==> src/rtl/mbus_pkg.sv <==
package mbus_pkg;

    typedef enum logic [2:0] {
        CYC_INTA  = 3'b000,
        CYC_IORD  = 3'b001,
        CYC_IOWR  = 3'b010,
        CYC_HALT  = 3'b011,
        CYC_FETCH = 3'b100,
        CYC_MEMRD = 3'b101,
        CYC_MEMWR = 3'b110,
        CYC_IDLE  = 3'b111
    } cyc_e;

    typedef enum logic [2:0] {
        ST_TI,
        ST_T1,
        ST_T2,
        ST_T3,
        ST_TW,
        ST_T4
    } bus_st_e;

    function automatic logic strobes_rd(cyc_e k);
        return (k == CYC_IORD) || (k == CYC_FETCH) || (k == CYC_MEMRD);
    endfunction

    function automatic logic strobes_wr(cyc_e k);
        return (k == CYC_IOWR) || (k == CYC_MEMWR);
    endfunction

    function automatic logic grabs_data(cyc_e k);
        return strobes_rd(k) || (k == CYC_INTA);
    endfunction

endpackage

==> src/rtl/mbus_rdy.sv <==
module mbus_rdy #(
    parameter int SYNC_STAGES = 2
) (
    input  logic clk,
    input  logic rst_n,
    input  logic rdy_async,
    input  logic rdy_sync,
    output logic rdy_eff
);
    localparam int TOP = SYNC_STAGES - 1;

    logic [TOP:0] chain_q;

    generate
        if (SYNC_STAGES > 1) begin : g_multi
            always_ff @(posedge clk or negedge rst_n) begin
                if (!rst_n) chain_q <= '0;
                else        chain_q <= {chain_q[TOP-1:0], rdy_async};
            end
        end else begin : g_single
            always_ff @(posedge clk or negedge rst_n) begin
                if (!rst_n) chain_q <= '0;
                else        chain_q <= rdy_async;
            end
        end
    endgenerate

    // rising edge waits for the chain, falling edge cuts through the live level
    assign rdy_eff = rdy_sync | (rdy_async & chain_q[TOP]);

endmodule

==> src/rtl/mbus_fsm.sv <==
module mbus_fsm
    import mbus_pkg::*;
#(
    parameter int ADDR_W = 20,
    parameter int DATA_W = 8
) (
    input  logic              clk,
    input  logic              rst_n,
    input  logic              req_valid,
    input  cyc_e              req_kind,
    input  logic [ADDR_W-1:0] req_addr,
    input  logic [DATA_W-1:0] req_wdata,
    input  logic              req_supp,
    input  logic              rdy,
    input  logic [DATA_W-1:0] ad_in,
    output logic              req_ready,
    output bus_st_e           state,
    output cyc_e              kind_q,
    output logic [ADDR_W-1:0] addr_q,
    output logic [DATA_W-1:0] wdata_q,
    output logic              supp_q,
    output logic              addr_latch,
    output logic              rd_n,
    output logic              wr_n,
    output cyc_e              bus_stat,
    output logic              cyc_done,
    output logic [DATA_W-1:0] rdata
);
    bus_st_e nxt;
    logic    take;
    logic    sample_pt;

    assign req_ready = (state == ST_TI) || (state == ST_T4);
    assign take      = req_valid && req_ready;
    assign sample_pt = (state == ST_T3) || (state == ST_TW);

    always_ff @(posedge clk or negedge rst_n) begin
        if (!rst_n) state <= ST_TI;
        else        state <= nxt;
    end

    always_comb begin
        nxt = state;
        unique case (state)
            ST_TI:   nxt = req_valid ? ST_T1 : ST_TI;
            ST_T1:   nxt = ST_T2;
            ST_T2:   nxt = ST_T3;
            ST_T3:   nxt = rdy ? ST_T4 : ST_TW;
            ST_TW:   nxt = rdy ? ST_T4 : ST_TW;
            ST_T4:   nxt = req_valid ? ST_T1 : ST_TI;
            default: nxt = ST_TI;
        endcase
    end

    always_ff @(posedge clk or negedge rst_n) begin
        if (!rst_n) begin
            kind_q  <= CYC_IDLE;
            addr_q  <= '0;
            wdata_q <= '0;
            supp_q  <= 1'b0;
            rdata   <= '0;
        end else begin
            if (take) begin
                kind_q  <= req_kind;
                addr_q  <= req_addr;
                wdata_q <= req_wdata;
                supp_q  <= req_supp;
            end
            if (sample_pt && rdy && grabs_data(kind_q)) begin
                rdata <= ad_in;
            end
        end
    end

    always_comb begin
        addr_latch = 1'b0;
        rd_n       = 1'b1;
        wr_n       = 1'b1;
        bus_stat   = CYC_IDLE;
        cyc_done   = 1'b0;
        unique case (state)
            ST_TI: ;
            ST_T1: begin
                addr_latch = 1'b1;
                bus_stat   = kind_q;
            end
            ST_T2, ST_T3, ST_TW: begin
                bus_stat = kind_q;
                rd_n     = !strobes_rd(kind_q);
                wr_n     = !strobes_wr(kind_q);
            end
            ST_T4:   cyc_done = 1'b1;
            default: ;
        endcase
    end

endmodule

==> src/rtl/mbus_addr_drv.sv <==
module mbus_addr_drv
    import mbus_pkg::*;
#(
    parameter int ADDR_W = 20,
    parameter int DATA_W = 8
) (
    input  logic              clk,
    input  logic              rst_n,
    input  logic              strap,
    input  bus_st_e           state,
    input  cyc_e              kind_q,
    input  logic [ADDR_W-1:0] addr_q,
    input  logic [DATA_W-1:0] wdata_q,
    input  logic              supp_q,
    output logic [DATA_W-1:0] ad_out,
    output logic              ad_oe
);
    logic strap_q;

    // strap is captured on every edge seen while reset is held
    always_ff @(posedge clk) begin
        if (!rst_n) strap_q <= strap;
    end

    // launched on the falling edge: half a clock behind abus
    always_ff @(negedge clk or negedge rst_n) begin
        if (!rst_n) begin
            ad_out <= '0;
            ad_oe  <= 1'b0;
        end else begin
            unique case (state)
                ST_T1: begin
                    ad_out <= addr_q[DATA_W-1:0];
                    ad_oe  <= !(strap_q && supp_q);
                end
                ST_T2, ST_T3, ST_TW: begin
                    ad_out <= wdata_q;
                    ad_oe  <= strobes_wr(kind_q);
                end
                default: ad_oe <= 1'b0;
            endcase
        end
    end

endmodule

==> src/rtl/mbus_seq.sv <==
module mbus_seq
    import mbus_pkg::*;
#(
    parameter int ADDR_W      = 20,
    parameter int DATA_W      = 8,
    parameter int SYNC_STAGES = 2
) (
    input  logic              clk,
    input  logic              rst_n,
    input  logic              addr_dis_strap,
    input  logic              req_valid,
    input  logic [2:0]        req_kind,
    input  logic [ADDR_W-1:0] req_addr,
    input  logic [DATA_W-1:0] req_wdata,
    input  logic              req_cs_hit,
    input  logic              req_da,
    output logic              req_ready,
    input  logic              rdy_async,
    input  logic              rdy_sync,
    output logic              addr_latch,
    output logic              rd_n,
    output logic              wr_n,
    output logic [2:0]        bus_stat,
    output logic [ADDR_W-1:0] abus,
    output logic [DATA_W-1:0] ad_out,
    output logic              ad_oe,
    input  logic [DATA_W-1:0] ad_in,
    output logic              cyc_done,
    output logic [DATA_W-1:0] rdata
);
    logic              rdy_eff;
    bus_st_e           state;
    cyc_e              kind_q;
    cyc_e              stat_e;
    logic [DATA_W-1:0] wdata_q;
    logic              supp_q;

    mbus_rdy #(.SYNC_STAGES(SYNC_STAGES)) u_rdy (
        .clk       (clk),
        .rst_n     (rst_n),
        .rdy_async (rdy_async),
        .rdy_sync  (rdy_sync),
        .rdy_eff   (rdy_eff)
    );

    mbus_fsm #(.ADDR_W(ADDR_W), .DATA_W(DATA_W)) u_fsm (
        .clk        (clk),
        .rst_n      (rst_n),
        .req_valid  (req_valid),
        .req_kind   (cyc_e'(req_kind)),
        .req_addr   (req_addr),
        .req_wdata  (req_wdata),
        .req_supp   (req_cs_hit & req_da),
        .rdy        (rdy_eff),
        .ad_in      (ad_in),
        .req_ready  (req_ready),
        .state      (state),
        .kind_q     (kind_q),
        .addr_q     (abus),
        .wdata_q    (wdata_q),
        .supp_q     (supp_q),
        .addr_latch (addr_latch),
        .rd_n       (rd_n),
        .wr_n       (wr_n),
        .bus_stat   (stat_e),
        .cyc_done   (cyc_done),
        .rdata      (rdata)
    );

    assign bus_stat = stat_e;

    mbus_addr_drv #(.ADDR_W(ADDR_W), .DATA_W(DATA_W)) u_drv (
        .clk     (clk),
        .rst_n   (rst_n),
        .strap   (addr_dis_strap),
        .state   (state),
        .kind_q  (kind_q),
        .addr_q  (abus),
        .wdata_q (wdata_q),
        .supp_q  (supp_q),
        .ad_out  (ad_out),
        .ad_oe   (ad_oe)
    );

endmodule

==> config.mk <==
export PLATFORM = sky130hd
export DESIGN_NAME = mbus_seq
export DESIGN_NICKNAME = d
export VERILOG_FILES = /design/src/rtl/mbus_pkg.sv /design/src/rtl/mbus_rdy.sv /design/src/rtl/mbus_fsm.sv /design/src/rtl/mbus_addr_drv.sv /design/src/rtl/mbus_seq.sv
export SDC_FILE = /design/constraint.sdc
export NUM_CORES = 1
export LEC_CHECK = 0
export BUFFER_PORTS_ARGS = -buffer_cell sky130_fd_sc_hd__buf_2
export CAP_MARGIN = 10
export CORE_ASPECT_RATIO = 1.2
export CORE_MARGIN = 4
export CORE_UTILIZATION = 49
export CTS_BUF_LIST = sky130_fd_sc_hd__clkbuf_16
export DETAILED_ROUTE_END_ITERATION = 8
export PLACE_DENSITY = 0.78
export SLEW_MARGIN = 30
export SYNTH_ARGS = -nofsm -noshare
export SYNTH_HDL_FRONTEND = slang
export SYNTH_HIERARCHICAL = 1
export SYNTH_SLANG_ARGS = --single-unit
export TNS_END_PERCENT = 1
==> constraint.sdc <==
create_clock -name clk -period 2.13 [get_ports clk]
set_input_delay 0.213 -clock clk [delete_from_list [all_inputs] [get_ports clk]]
set_output_delay 0.213 -clock clk [all_outputs]
set_load 0.01 [all_outputs]
==> metrics.md <==
| Metric | Value |
|---|---|
| Status | `finished, violations left` |
| Failing checks | `negative setup slack` |
| Max-slew violations | `0` |
| Critical path required time | `around 1.2 ns` |
| Crit path DAT | `approximately 1.4 ns` |
| Crit path max fanout | `8` |
| Largest net degree at the start of global routing | `23` |
| I/O pin count | `92` |
| Area Growth Syn to Fin | `34.0%` |
| Post-synthesis instance total | `193` |
| Port Buffer Count | `between 90 and 100` |
| CP Cell Sequence | `clkbuf_16 > and2b_1 > a211oi_2 > a221oi_1` |
| Most frequent cells after synthesis | `dfrtp_1 (42), mux2_2 (37), o21ai_0 (15)` |
| Yosys reg bits | `55` |
| Slowest cell on crit path | `dfrtp_2` |
| Vias in the first global route | `between 1500 and 2000` |
| Die Width | `73.9 um` |
| Clk Latency, worst-skew pair | `slightly above 0.3 ns` |
| Synthesized area | `roughly 0.0025 mm2` |
| Die H | `approximately 87 um` |
| CP Class | `flip-flop to flip-flop` |
| Total CTS buffers | `5` |
| CTS H-tree depth | `2` |
| Final #Nets | `around 340` |
| Yosys top cell by area | `dfrtp_1` |
| CTS clk-pin slew, worst paths | `0.06 ns` |
| Post-synth ARST share | `0.982` |
| Vias post-DR | `roughly 1900` |
| Peak supply drop | `between 0.8 and 0.9 mV` |
| First-pass GRT wire length | `~9500 um` |
| Final hold viol count | `0` |
| Final setup fails | `17` |
| Core Area | `slightly below 0.005 mm2` |
| Post-route setup TNS | `-1.62 ns` |
| Post-synthesis cell type count | `43` |
| Register area share after synthesis | `0.543` |
| Die area | `0.00643 mm2` |
| Root buf cell | `clkbuf_16` |
| Via density | `between 5 and 6` |
| N_diodes | `0` |
| Pre-antenna DRT Iters | `4` |
| Pwr dens | `approximately 1700 mW/mm2` |
| Row cnt | `28` |
| Max clock buf depth | `2` |
| RePlAce Congestion | `between 0.7 and 0.8` |
| Final wirelength | `5670 um` |
| Yosys top cell area share | `0.412` |
| Number of synthesized flops with an enable pin | `1` |
| Crit-path leading delay family | `flip-flops` |
| Antenna violations before repair | `0` |
| Starting density of the core | `0.513` |
| Leak | `1.57 nW` |
| Gr ovfl total | `0` |
| Worst Skew | `approximately 0.026 ns` |
| Slew headroom | `0.724` |
| Clock Sinks | `55` |
| TritonCTS clock tree | `built` |
| Ys Warns | `6` |
| Ranking of synthesized cells by area | `dfrtp_1 (41%), mux2_2 (16%), dfrtn_1 (8.8%), dfstp_2 (3.1%), o21ai_0 (2.9%)` |
| Post-synth net total | `240` |
| Hold Worst Slack | `0.0435 ns` |
| ANT nets after route | `0` |
| Post-DP HPWL | `between 3000 and 4000 um` |
| Finished Layout Cells | `around 360` |
| Crit start category | `flip-flop` |
| Post-route DRC | `0` |
| Placed cell count | `about 340` |
| All-Layer GR Usage | `0.189` |
| Top-count cell post-synth | `dfrtp_1` |
| Top_reg_cell synth | `dfrtp_1` |
| RSZ-0062 raised after global routing | `yes` |
| Setup crit end kind | `flip-flop` |
| Drt wl/cell | `between 15 and 20 um` |
| Total power | `approximately 5.7 mW` |
| Mean Syn Cell Area | `around 13 um2` |
| Iteration-0 DRC Markers | `between 150 and 200` |
| Critical Path Max Stage Delay | `0.49 ns` |
| Number of max-cap violations | `0` |
| Worst Tran Pin Value | `0.414 ns` |
| Layout cell share with drive strength beyond 1 | `0.605` |
| Hold Crit Class | `primary input to flip-flop` |
| Setup ws final | `-0.188 ns` |
| WP buf/inv | `1` |
[per-stage QoR]
step	worst slack [ns]	instance area [um2]	utilization
3_5_place_dp	-0.252	3130	0.629
6_report	-0.188	3420	0.687
2_1_floorplan	-0.0946	2600	-
4_1_cts	-0.141	3380	0.679
5_1_grt	-0.227	3420	0.687
3_3_place_gp	-0.191	3130	0.629
[kinds of logic (layout without fill, tap and decap cells)]
family                 Yosys count  after routing  synth area share
AO/OA/AOI/OAI                   41             41             0.112
XOR/XNOR                         3              3            0.0103
buffers and inverters           16            119            0.0505
flip-flops                      55             55             0.543
multiplexers                    41             41             0.181
AND/OR/NAND/NOR                 37             37             0.103
[path summary, 6_finish.rpt]
path	from	to	slack, ns	cells after the start
worst max-delay path	u_fsm/state[2]	u_drv/ad_out[2]	-0.19	4
worst min-delay path	rdy_async	u_rdy/chain_q[0]	0.04	1
worst max register to register	u_fsm/state[2]	u_drv/ad_out[2]	-0.19	4
worst min register to register	u_rdy/chain_q[0]	u_rdy/chain_q[1]	0.35	0
max in group asynchronous	rst_n	u_drv/ad_oe	0.49	2
min in group asynchronous	rst_n	u_fsm/wdata_q[2]	0.39	2
[state kept, by name, summed over array words and instances (netlist names)]
name and flops:
u_fsm/addr_q 20, u_drv/ad_out 8, u_fsm/rdata 8, u_fsm/wdata_q 8, u_fsm/kind_q 3, u_fsm/state 3, u_rdy/chain_q 2, u_drv/ad_oe 1
u_drv/strap_q 1, u_fsm/supp_q 1
[repair_timing]
item	4_1_cts	5_1_grt
pin swaps	3	7
gates resized for setup	13	5
endpoints found under the hold margin	6	0
hold buffers	1	0
buffers inserted	1	0
cloned	1	1
setup endpoints to repair	17	19
[placed cells by master, fill, tap and decap left out, types with 4 or more instances in the layout]
master     instances
buf_2             90
dfrtp_1           41
mux2_2            37
buf_4             11
dfrtn_1            9
or2b_1             8
o21ai_2            8
a211oi_2           8
o21ai_1            7
and2b_1            7
clkbuf_16          6
a221oi_1           5
inv_1              4
nor2_1             4
[routing by layer]
layer  GRT usage  vias to the layer above  wire length [um]
met5           0                        -                 0
met1       0.242                      924              2350
met3      0.0589                        8               472
met4      0.0626                        0                76
met2       0.302                       69              2770
li1            -                      904                 -
[layout make-up]
class / count / area (um2)
fill: 373 / 1560
sequential: 55 / 1390
multi-input combinational: 122 / 1120
timing repair buffer: 108 / 658
clock buffer: 5 / 125
tap: 60 / 75.1
clock inverter: 3 / 41.3
inverter: 3 / 11.3
[where the power goes]
part | internal (mW) | switching, mW
logic | 1.45 | 1.32
registers | 1.60 | 0.374
clock network | 0.551 | 0.367
No activity file was read; power rests on OpenSTA's default activity.
